[src/rtl/mgpe_pkg.sv]
package mgpe_pkg;

    typedef enum logic [2:0] {
        OP_ADD, OP_SUB, OP_AND, OP_OR, OP_XOR, OP_PASSA, OP_LTU, OP_EQ
    } wide_op_e;

    typedef enum logic [2:0] {
        BF_FLAG, BF_PASS, BF_NOT, BF_AND, BF_OR, BF_XOR, BF_RESBIT, BF_ZERO
    } bit_fn_e;

    typedef enum logic [1:0] {
        MD_COMPUTE, MD_FORWARD, MD_SELECT, MD_COMPUTE_ALT
    } tile_mode_e;

    typedef enum logic {
        ST_EMPTY, ST_FULL
    } latch_state_e;

endpackage

[src/rtl/mgpe_in_sel.sv]
module mgpe_in_sel #(
    parameter int W    = 8,
    parameter int NDIR = 4,
    localparam int SW  = $clog2(NDIR)
) (
    input  logic [NDIR*W-1:0] nb_data,
    input  logic [NDIR-1:0]   nb_bit,
    input  logic [NDIR-1:0]   nb_valid,
    input  logic [SW-1:0]     src_a,
    input  logic [SW-1:0]     src_b,
    input  logic [SW-1:0]     lane_src,
    input  logic              need_b,
    input  logic              need_lane,
    output logic [W-1:0]      opa,
    output logic [W-1:0]      opb,
    output logic              ya,
    output logic              x,
    output logic [NDIR-1:0]   need_mask,
    output logic              all_ok
);

    assign opa = nb_data[src_a*W +: W];
    assign opb = nb_data[src_b*W +: W];
    assign ya  = nb_bit[src_a];
    assign x   = nb_bit[lane_src];

    // one requirement flag per neighbour channel
    for (genvar g = 0; g < NDIR; g++) begin : g_need
        assign need_mask[g] = (src_a == SW'(g))
                            | (need_b    && (src_b    == SW'(g)))
                            | (need_lane && (lane_src == SW'(g)));
    end

    assign all_ok = &(nb_valid | ~need_mask);

endmodule

[src/rtl/mgpe_wide_fu.sv]
module mgpe_wide_fu
    import mgpe_pkg::*;
#(
    parameter int W = 8
) (
    input  logic [W-1:0] a,
    input  logic [W-1:0] b,
    input  logic         cin,
    input  wide_op_e     op,
    output logic [W-1:0] res,
    output logic         flag
);

    logic [W:0] sum;

    always_comb begin
        sum  = '0;
        res  = a;
        flag = 1'b0;
        unique case (op)
            OP_ADD: begin
                sum  = {1'b0, a} + {1'b0, b} + {{W{1'b0}}, cin};
                res  = sum[W-1:0];
                flag = sum[W];
            end
            OP_SUB: begin
                sum  = {1'b0, a} + {1'b0, ~b} + {{W{1'b0}}, cin};
                res  = sum[W-1:0];
                flag = sum[W];
            end
            OP_AND:   res = a & b;
            OP_OR:    res = a | b;
            OP_XOR:   res = a ^ b;
            OP_PASSA: res = a;
            OP_LTU:   flag = (a < b);
            OP_EQ:    flag = (a == b);
        endcase
    end

endmodule

[src/rtl/mgpe_bit_fu.sv]
module mgpe_bit_fu
    import mgpe_pkg::*;
#(
    parameter int W   = 8,
    localparam int IW = $clog2(W)
) (
    input  tile_mode_e    mode,
    input  bit_fn_e       fn,
    input  logic [IW-1:0] idx,
    input  logic          x,
    input  logic          ya,
    input  logic          flag,
    input  logic [W-1:0]  a,
    input  logic [W-1:0]  b,
    input  logic [W-1:0]  res,
    output logic [W-1:0]  nxt_data,
    output logic          nxt_bit
);

    always_comb begin
        nxt_data = res;
        nxt_bit  = 1'b0;
        unique case (mode)
            MD_FORWARD: begin
                nxt_data = a;
                nxt_bit  = ya;
            end
            MD_SELECT: begin
                nxt_data = x ? a : b;
                nxt_bit  = x;
            end
            MD_COMPUTE, MD_COMPUTE_ALT: begin
                unique case (fn)
                    BF_FLAG:   nxt_bit = flag;
                    BF_PASS:   nxt_bit = x;
                    BF_NOT:    nxt_bit = ~x;
                    BF_AND:    nxt_bit = x & ya;
                    BF_OR:     nxt_bit = x | ya;
                    BF_XOR:    nxt_bit = x ^ ya;
                    BF_RESBIT: nxt_bit = res[idx];
                    BF_ZERO:   nxt_bit = 1'b0;
                endcase
            end
        endcase
    end

endmodule

[src/rtl/mgpe_out_latch.sv]
module mgpe_out_latch
    import mgpe_pkg::*;
#(
    parameter int W = 8
) (
    input  logic         clk,
    input  logic         rst,
    input  logic         init_tok,
    input  logic [W-1:0] init_data,
    input  logic         init_bit,
    input  logic         all_ok,
    input  logic [W-1:0] nxt_data,
    input  logic         nxt_bit,
    input  logic         out_ready,
    output logic         accept,
    output logic [W-1:0] out_data,
    output logic         out_bit,
    output logic         out_valid
);

    latch_state_e state, state_n;

    // state register
    always_ff @(posedge clk) begin
        if (rst) state <= init_tok ? ST_FULL : ST_EMPTY;
        else     state <= state_n;
    end

    always_ff @(posedge clk) begin
        if (rst) begin
            out_data <= init_data;
            out_bit  <= init_bit;
        end else if (accept) begin
            out_data <= nxt_data;
            out_bit  <= nxt_bit;
        end
    end

    // transitions: T_CAPTURE (empty -> full), T_DRAIN (full -> empty)
    always_comb begin
        state_n = state;
        unique case (state)
            ST_EMPTY: if (all_ok)    state_n = ST_FULL;
            ST_FULL:  if (out_ready) state_n = ST_EMPTY;
        endcase
    end

    // outputs
    always_comb begin
        accept    = 1'b0;
        out_valid = 1'b0;
        unique case (state)
            ST_EMPTY: accept    = all_ok;
            ST_FULL:  out_valid = 1'b1;
        endcase
    end

endmodule

[src/rtl/mgpe_tile.sv]
module mgpe_tile
    import mgpe_pkg::*;
#(
    parameter int W    = 8,
    parameter int NDIR = 4,
    localparam int SW  = $clog2(NDIR),
    localparam int IW  = $clog2(W)
) (
    input  logic              clk,
    input  logic              rst,
    input  logic [1:0]        cfg_mode,
    input  logic [2:0]        cfg_op,
    input  logic [SW-1:0]     cfg_src_a,
    input  logic [SW-1:0]     cfg_src_b,
    input  logic              cfg_use_b,
    input  logic [SW-1:0]     cfg_lane_src,
    input  logic              cfg_lane_en,
    input  logic              cfg_bit2wide,
    input  logic              cfg_cin,
    input  logic [2:0]        cfg_bit_fn,
    input  logic [IW-1:0]     cfg_res_idx,
    input  logic              cfg_init_tok,
    input  logic [W-1:0]      cfg_init_data,
    input  logic              cfg_init_bit,
    input  logic [NDIR*W-1:0] nb_data,
    input  logic [NDIR-1:0]   nb_bit,
    input  logic [NDIR-1:0]   nb_valid,
    output logic [NDIR-1:0]   nb_ready,
    output logic [W-1:0]      out_data,
    output logic              out_bit,
    output logic              out_valid,
    input  logic              out_ready
);

    tile_mode_e mode;
    logic       is_fwd, is_sel, need_b, need_lane;
    logic [W-1:0]    opa, opb, opb_eff, wres, nxt_data;
    logic            ya, x, cin, wflag, nxt_bit, all_ok, accept;
    logic [NDIR-1:0] need_mask;

    assign mode      = tile_mode_e'(cfg_mode);
    assign is_fwd    = (mode == MD_FORWARD);
    assign is_sel    = (mode == MD_SELECT);
    assign need_b    = is_sel | (!is_fwd && cfg_use_b && !cfg_bit2wide);
    assign need_lane = is_sel | (!is_fwd && (cfg_lane_en || cfg_bit2wide));
    assign cin       = cfg_lane_en ? x : cfg_cin;
    assign opb_eff   = cfg_bit2wide ? {{(W-1){1'b0}}, x} : opb;
    assign nb_ready  = need_mask & {NDIR{accept}};

    mgpe_in_sel #(.W(W), .NDIR(NDIR)) u_sel (
        .nb_data(nb_data), .nb_bit(nb_bit), .nb_valid(nb_valid),
        .src_a(cfg_src_a), .src_b(cfg_src_b), .lane_src(cfg_lane_src),
        .need_b(need_b), .need_lane(need_lane),
        .opa(opa), .opb(opb), .ya(ya), .x(x),
        .need_mask(need_mask), .all_ok(all_ok)
    );

    mgpe_wide_fu #(.W(W)) u_wide (
        .a(opa), .b(opb_eff), .cin(cin), .op(wide_op_e'(cfg_op)),
        .res(wres), .flag(wflag)
    );

    mgpe_bit_fu #(.W(W)) u_bit (
        .mode(mode), .fn(bit_fn_e'(cfg_bit_fn)), .idx(cfg_res_idx),
        .x(x), .ya(ya), .flag(wflag), .a(opa), .b(opb), .res(wres),
        .nxt_data(nxt_data), .nxt_bit(nxt_bit)
    );

    mgpe_out_latch #(.W(W)) u_latch (
        .clk(clk), .rst(rst),
        .init_tok(cfg_init_tok), .init_data(cfg_init_data), .init_bit(cfg_init_bit),
        .all_ok(all_ok), .nxt_data(nxt_data), .nxt_bit(nxt_bit),
        .out_ready(out_ready), .accept(accept),
        .out_data(out_data), .out_bit(out_bit), .out_valid(out_valid)
    );

endmodule

[config.mk]
export PLATFORM = sky130hd
export DESIGN_NAME = mgpe_tile
export DESIGN_NICKNAME = d
export VERILOG_FILES = /design/src/rtl/mgpe_pkg.sv /design/src/rtl/mgpe_in_sel.sv /design/src/rtl/mgpe_wide_fu.sv /design/src/rtl/mgpe_bit_fu.sv /design/src/rtl/mgpe_out_latch.sv /design/src/rtl/mgpe_tile.sv
export SDC_FILE = /design/constraint.sdc
export NUM_CORES = 1
export LEC_CHECK = 0
export BUFFER_PORTS_ARGS = -buffer_cell sky130_fd_sc_hd__buf_2
export CORE_MARGIN = 4
export CORE_UTILIZATION = 49
export DETAILED_ROUTE_END_ITERATION = 7
export PLACE_DENSITY_LB_ADDON = 0.25
export RECOVER_POWER = 25
export SETUP_SLACK_MARGIN = 0.15
export SYNTH_ARGS = -nofsm -noshare
export SYNTH_HDL_FRONTEND = slang
export SYNTH_SLANG_ARGS = --single-unit
[constraint.sdc]
create_clock -name clk -period 4 [get_ports clk]
set_input_delay 0.6 -clock clk [delete_from_list [all_inputs] [get_ports clk]]
set_output_delay 0.6 -clock clk [all_outputs]
set_load 0.005 [all_outputs]
Word-level counts from Yosys, hierarchy flattened

Index checks and enable logic that the tools add are counted.

Memory bits (writable): 0
Logic and storage cells: 109
Input bits: 74
Output and inout bits: 14
Memories: 0
Memory bits (read-only): 0
Latch bits: 0
Register bits: 10

Multiply operators: 0
Equality and inequality tests: 26
Reduce and logical (&&, ||, !) cells: 23
Add/subtract/negate cells: 4
Magnitude comparators: 4
Shift operators: 2
Divide/modulo/power cells: 0
Bitwise operators: 22
Multiplexer cells: 25

Operator list:

| operator           | number |
|---|---|
| $shiftx 32x6->8    | 2 |
| $pmux 8 s5         | 1 |
| $mux 8             | 4 |
| $eq 3x3->1 const B | 7 |
| $add 8x8->9        | 2 |
| $add 9x1->9        | 2 |
| $eq 2x2->1 const B | 8 |
| $pmux 8 s2         | 1 |
| $eq 3x2->1 const B | 4 |
| $mux 1             | 12 |
| $logic_and 1x1->1  | 11 |
| $or 1x1->1         | 11 |
| $and 8x8->8        | 1 |
| $eq 2x1->1 const B | 4 |
| $eq 8x8->1         | 1 |
| $logic_not 2->1    | 4 |
| $lt 8x8->1         | 1 |
| $not 8->8          | 1 |
| $or 8x8->8         | 1 |
| $pmux 1 s8         | 1 |
| $xor 8x8->8        | 1 |
| $eq 3x1->1 const B | 2 |
| $logic_not 3->1    | 2 |
| $lt 2x3->1 const B | 2 |
| other kinds (17)   | 20 |

Logic depth before layout (Yosys ltp)

Depth in word-level cells: 14
Gate-level depth with buffers: 15
Depth with buffers taken out: 13

Hierarchy

From an unflattened synthesis, not the netlist that was laid out.

Cell total of the unflattened synthesis: 357
Area total of the unflattened synthesis: 3036.7 µm²

By module, submodules not included:

| module         | sequential area each (µm²) | area each (µm²) | cells an instance | times used |
|---|---|---|---|---|
| mgpe_wide_fu   | 0.0                        | 1405.1          | 209               | 1 |
| mgpe_in_sel    | 0.0                        | 610.6           | 46                | 1 |
| mgpe_out_latch | 290.3                      | 462.9           | 26                | 1 |
| mgpe_bit_fu    | 0.0                        | 401.6           | 56                | 1 |
| mgpe_tile      | 0.0                        | 156.4           | 20                | 1 |

Worst setup path after synthesis

No wires, ideal clock.

Path kind: input-to-reg
Start point: input port cfg_src_b[0]
End point: register u_latch.out_bit (data pin)
Arrival: 3.960 ns
Setup slack: -0.224 ns
Library setup time: 0.264 ns
Stages on the path: 13
Buffers on the path: 1
Required time: 3.736 ns
Path through: buf_1 mux4_2 mux2i_1 fa_1 inv_1 fa_1 a211oi_1 o21a_1 o311ai_0 o221a_2 and3b_1 nor4_2 a2bb2oi_1

Longest elaborated chain between the ends: 12
Elaborated cells on any way between the ends: 20
Classes of those cells: 4 x add/sub; 1 x order compare; 1 x eq/ne; 1 x shift; 9 x mux; 4 x bitwise

RTL lines:

| item                         | line                 | source |
|---|---|---|
| start: declaration           | mgpe_tile.sv:14      | `input logic [SW-1:0] cfg_src_b,` |
| $shiftx 32x6->8 (*)          | mgpe_in_sel.sv:23    | `assign opb = nb_data[src_b*W +: W];` |
| $mux 8 (*)                   | mgpe_tile.sv:47      | `assign opb_eff = cfg_bit2wide ? {{(W-1){1'b0}}, x} : opb;` |
| $not 8->8                    | mgpe_wide_fu.sv:27   | `sum = {1'b0, a} + {1'b0, ~b} + {{W{1'b0}}, cin};` |
| $add 8x8->9                  | mgpe_wide_fu.sv:27   |  |
| $add 9x1->9                  | mgpe_wide_fu.sv:27   |  |
| $pmux 8 s5                   | mgpe_wide_fu.sv:20   | `unique case (op)` |
| $bmux 1 s3                   | mgpe_bit_fu.sv:40    | `BF_RESBIT: nxt_bit = res[idx];` |
| $mux 1 (not written as such) | mgpe_bit_fu.sv:40    |  |
| $pmux 1 s8 (*)               | mgpe_bit_fu.sv:33    | `unique case (fn)` |
| $pmux 1 s3 (*)               | mgpe_bit_fu.sv:23    | `unique case (mode)` |
| $mux 1 (*)                   | mgpe_out_latch.sv:33 | `end else if (accept) begin` |
| $mux 1 (*)                   | mgpe_out_latch.sv:30 | `if (rst) begin` |
| end signal: assignment       | mgpe_out_latch.sv:32 | `out_bit <= init_bit;` |
| end signal: assignment       | mgpe_out_latch.sv:35 | `out_bit <= nxt_bit;` |
| end: declaration             | mgpe_out_latch.sv:17 | `output logic out_bit,` |

Every way passes the cells marked *; elsewhere a longest branch is shown, timed or not. The select of a mux whose other input is x is not followed.
A chain may end at the register's enable or synchronous reset.

Worst setup path in the final report

Start point: input port cfg_lane_src[0]
End point: register u_latch.out_bit (data pin)

Longest elaborated chain between the ends: 13
Elaborated cells on any way between the ends: 26
Classes of those cells: 4 x add/sub; 1 x order compare; 1 x eq/ne; 12 x mux; 8 x bitwise

RTL lines:

| item                             | line                 | source |
|---|---|---|
| start: declaration               | mgpe_tile.sv:16      | `input logic [SW-1:0] cfg_lane_src,` |
| $bmux 1 s2 (*)                   | mgpe_in_sel.sv:25    | `assign x = nb_bit[lane_src];` |
| $mux 1 (not written as such) (*) | mgpe_in_sel.sv:25    |  |
| $mux 8                           | mgpe_tile.sv:47      |  |
| $not 8->8                        | mgpe_wide_fu.sv:27   |  |
| $add 8x8->9                      | mgpe_wide_fu.sv:27   |  |
| $add 9x1->9                      | mgpe_wide_fu.sv:27   |  |
| $pmux 8 s5                       | mgpe_wide_fu.sv:20   |  |
| $bmux 1 s3                       | mgpe_bit_fu.sv:40    |  |
| $mux 1 (not written as such)     | mgpe_bit_fu.sv:40    |  |
| $pmux 1 s8                       | mgpe_bit_fu.sv:33    |  |
| $pmux 1 s3 (*)                   | mgpe_bit_fu.sv:23    |  |
| $mux 1 (*)                       | mgpe_out_latch.sv:33 |  |
| $mux 1 (*)                       | mgpe_out_latch.sv:30 |  |

Marked as above.

==> metrics.txt <==
# TYPE chip_impl_metric gauge
chip_impl_metric{name="power-per-cell-area",unit="nW/um^2"} 225
chip_impl_metric{name="synth-compound-area-share",unit="%"} 26.2
chip_impl_metric{name="dieHeight",unit="um"} 86.1
chip_impl_metric{name="initialDrtViolationCount",unit=""} 290
chip_impl_metric{name="finClkSkew",unit="ns"} 0.00252
chip_impl_metric{name="gp_congestion",unit=""} 0.923
chip_impl_metric{name="leakage_power_total",unit="uW"} 0.00165
chip_impl_metric{name="overall_routed_net_length",unit="mm"} 9.54
chip_impl_metric{name="post_synthesis_instance_area",unit="um^2"} 2990
chip_impl_metric{name="fp-row-count",unit=""} 28
chip_impl_metric{name="n_fill_cell",unit=""} 556
chip_impl_metric{name="yosysSeqAreaShare",unit="%"} 9.72
chip_impl_metric{name="synth-async-reset-ratio",unit="%"} 0
chip_impl_metric{name="synthesized_netlist_net_count",unit=""} 479
chip_impl_metric{name="core_area",unit="um^2"} 5920
chip_impl_metric{name="timing.slew.headroom",unit="%"} 54.5
chip_impl_metric{name="fmaxAchievable",unit="MHz"} 268
chip_impl_metric{name="min_period",unit="ns"} 3.74
chip_impl_info{name="rsz0062_at_grt",value="false"} 1
chip_impl_metric{name="dr_total_vias",unit=""} 3288
chip_impl_metric{name="adder_cell_share_of_the_synthesized_area",unit="%"} 15.2
chip_impl_info{name="run_status",value="completed"} 1
chip_impl_metric{name="first_global_vias",unit=""} 3216
chip_impl_metric{name="tightest_slew",unit="ns"} 0.678
chip_impl_metric{name="setup_slack_after_placement",unit="ns"} -0.0908
chip_impl_metric{name="synth_enable_flop_cells",unit=""} 9
chip_impl_info{name="startpoint_type",value="input port"} 1
chip_impl_metric{name="synth_seq_cells",unit=""} 10
chip_impl_metric{name="clock_sink_count",unit=""} 10
chip_impl_metric{name="grtUsageTotal",unit="%"} 25.5
chip_impl_info{name="setup.worst_path.end_class",value="register"} 1
chip_impl_metric{name="die_area",unit="um^2"} 7410
chip_impl_metric{name="synthesis.instances",unit=""} 371
chip_impl_metric{name="total_negative_setup_slack",unit="ns"} 0
chip_impl_metric{name="clkLatencyLatePin",unit="ns"} 0.24
chip_impl_metric{name="postRouteAntennaNets",unit=""} 0
chip_impl_metric{name="ios",unit=""} 88
chip_impl_metric{name="numPortBuffers",unit=""} 87
chip_impl_metric{name="placedCellCount",unit=""} 519
chip_impl_metric{name="post_route_cells_drive_above_1_share",unit="%"} 31.6
chip_impl_metric{name="cts_inserted_buffers",unit=""} 3
chip_impl_info{name="timing.hold.worst.class",value="reg2reg"} 1
chip_impl_metric{name="critPathRequiredTime",unit="ns"} 3.98
chip_impl_metric{name="drc_errors",unit=""} 0
chip_impl_metric{name="setup_viol_count_final",unit=""} 0
chip_impl_metric{name="final-instance-count-excl-fill",unit=""} 528
chip_impl_metric{name="initial_core_util",unit="%"} 50.4
chip_impl_metric{name="vdd_ir_drop_max",unit="V"} 0.000216
chip_impl_info{name="tritoncts",value="yes"} 1
chip_impl_metric{name="layout-area-overhead-vs-synth",unit="%"} 21.0
chip_impl_metric{name="hold-worst-slack",unit="ns"} 0.539
chip_impl_metric{name="die_x",unit="um"} 86.1
chip_impl_metric{name="simple_gate_share_of_the_synthesized_area",unit="%"} 22.3
chip_impl_metric{name="report.final.slew_viol_count",unit=""} 0
chip_impl_metric{name="syn_area_per_cell",unit="um^2"} 8.05
chip_impl_metric{name="max_capacitance_violation_total",unit=""} 0
chip_impl_metric{name="globalRoute.totalOverflow",unit=""} 0
chip_impl_metric{name="grt_max_degree",unit=""} 30
chip_impl_metric{name="grt_antenna_before_repair",unit=""} 0
chip_impl_metric{name="nets",unit=""} 562
chip_impl_metric{name="drt_wl_cell",unit="um"} 18.1
chip_impl_metric{name="hold_viol",unit=""} 0
chip_impl_metric{name="diodes",unit=""} 0
chip_impl_metric{name="cts_hold_buf",unit=""} 0
chip_impl_metric{name="drt-vias-per-instance",unit=""} 6.23
chip_impl_metric{name="final_core_util",unit="%"} 61.1
chip_impl_info{name="synth_flop_cell",value="edfxtp_1"} 1
chip_impl_metric{name="min_period_over_period",unit="%"} 93.4
chip_impl_metric{name="place_hpwl",unit="mm"} 7.67
chip_impl_metric{name="worst_slack",unit="ns"} 0.265
chip_impl_metric{name="synth.lib_cells_used.distinct",unit=""} 69
chip_impl_metric{name="post_synth_xor_area_fraction",unit="%"} 0.880
chip_impl_metric{name="synthesis.yosys.warnings",unit=""} 0
chip_impl_info{name="main_combinational_cell_family_by_area_after_synthesis",value="compound AO/OA/AOI/OAI gates"} 1
chip_impl_metric{name="h-tree-depth",unit=""} 1
chip_impl_info{name="crit_type",value="in2reg"} 1
chip_impl_metric{name="synth_mux_area_share",unit="%"} 17.1
chip_impl_info{name="layout.cells.most_common_list",value="buf_2 (82), nor2_1 (33), inv_1 (31)"} 1
chip_impl_info{name="mostFrequentLayoutCell",value="buf_2"} 1
chip_impl_metric{name="clk_path_buf_depth",unit=""} 2
chip_impl_metric{name="path_clk_slew",unit="ns"} 0.05
chip_impl_metric{name="critical_path.max_fanout",unit=""} 3
chip_impl_metric{name="worstPathArrival",unit="ns"} 3.72
chip_impl_info{name="ctsRootBufferMaster",value="clkbuf_8"} 1
chip_impl_metric{name="drt_first_pass_iters",unit=""} 5
chip_impl_metric{name="grt_pass1_wl",unit="mm"} 15.2
==> metal layers <==
metal	share of wire, %	vias up	routed length, um	GRT usage (%)
li1	-	1559	-	-
met1	41	1548	3870	32.6
met2	50	165	4760	44.8
met3	8.1	16	769	4.13
met4	1.5	0	146	6.04
met5	0	-	0	0
==> synthesized netlist by cell type, drive strengths merged (5+ instances only) <==
cell type	instances	area (um^2)
o22ai	5	31.3
o31ai	5	37.5
buf	13	82.6
inv	32	120
a221oi	6	52.6
o21ai	22	110
o2111ai	5	43.8
mux2i	7	70.1
o211ai	5	37.5
mux4	18	405
nand2b	9	56.3
nor2b	12	75.1
nor3	13	65.1
nand3	9	50.1
nor2	33	124
clkbuf	14	52.6
a31oi	6	37.5
a21o	6	45.0
ha	30	375
a21oi	18	90.1
nand2	21	78.8
edfxtp	9	270
==> power breakdown <==
group / internal, uW / leakage, uW / switching, uW / total [uW]
Sequential: 132 / 0.0000995 / 4.64 / 137
Combinational: 243 / 0.00152 / 306 / 549
Clock: 86.5 / 0.0000288 / 39.9 / 126
Total: 461 / 0.00165 / 351 / 812
==> stage by stage <==
step / power (uW) / instance area (um^2)
2_1_floorplan: 488 / 3000
3_3_place_gp: 648 / 3490
3_5_place_dp: 656 / 3490
4_1_cts: 784 / 3540
5_1_grt: 874 / 3610
6_report: 812 / 3610
==> worst paths after layout <==
path,start,endpoint,slack (ns),cells after the start
worst max-delay path,cfg_lane_src[0],u_latch.out_bit$_DFFE_PP_,0.26,13
worst min-delay path,u_latch.state$_DFF_P_,u_latch.state$_DFF_P_,0.54,2
worst max register to register,u_latch.state$_DFF_P_,u_latch.out_data[7]$_DFFE_PP_,2.28,2
worst min register to register,u_latch.state$_DFF_P_,u_latch.state$_DFF_P_,0.54,2
==> worst max-delay path: stages <==
cell and delay, ns:
buf_2 0.10, mux4_2 0.55, mux2_2 0.31, fa_1 0.40, a21o_1 0.22, a2111oi_0 0.42
buf_4 0.20, nor4b_1 0.05, nor3_1 0.25, buf_4 0.17, nor2_1 0.05, o31ai_2 0.29
a2bb2oi_1 0.10
==> area by class of cell <==
class,instances,area (um^2),area share (%)
clock buffers,4,55.1,1.52
inverters,32,120,3.32
multi-input cells,302,2490,68.8
flip-flops and latches,10,290,8.03
well taps,75,93.8,2.60
repair buffers,105,568,15.7
==> cells by family (layout without fill, tap and decap cells) <==
family | Yosys count | count (layout)
multiplexers | 28 | 28
XOR/XNOR | 3 | 3
AND/OR/NAND/NOR | 125 | 125
buffers and inverters | 59 | 141
AO/OA/AOI/OAI | 112 | 112
adder cells (fa/ha/maj) | 34 | 34
flip-flops | 10 | 10
==> registers in the layout (all words and copies together) (netlist names) <==
name,flops
u_latch.out_bit,1
u_latch.state,1
u_latch.out_data,8
==> timing repair <==
action / 4_1_cts / 5_1_grt
buffers inserted: 0 / 5
setup endpoints to repair: 1 / 2
pin swaps: 0 / 1
gates resized for setup: 1 / 7
Note: power is estimated with default switching activity, not from simulation.
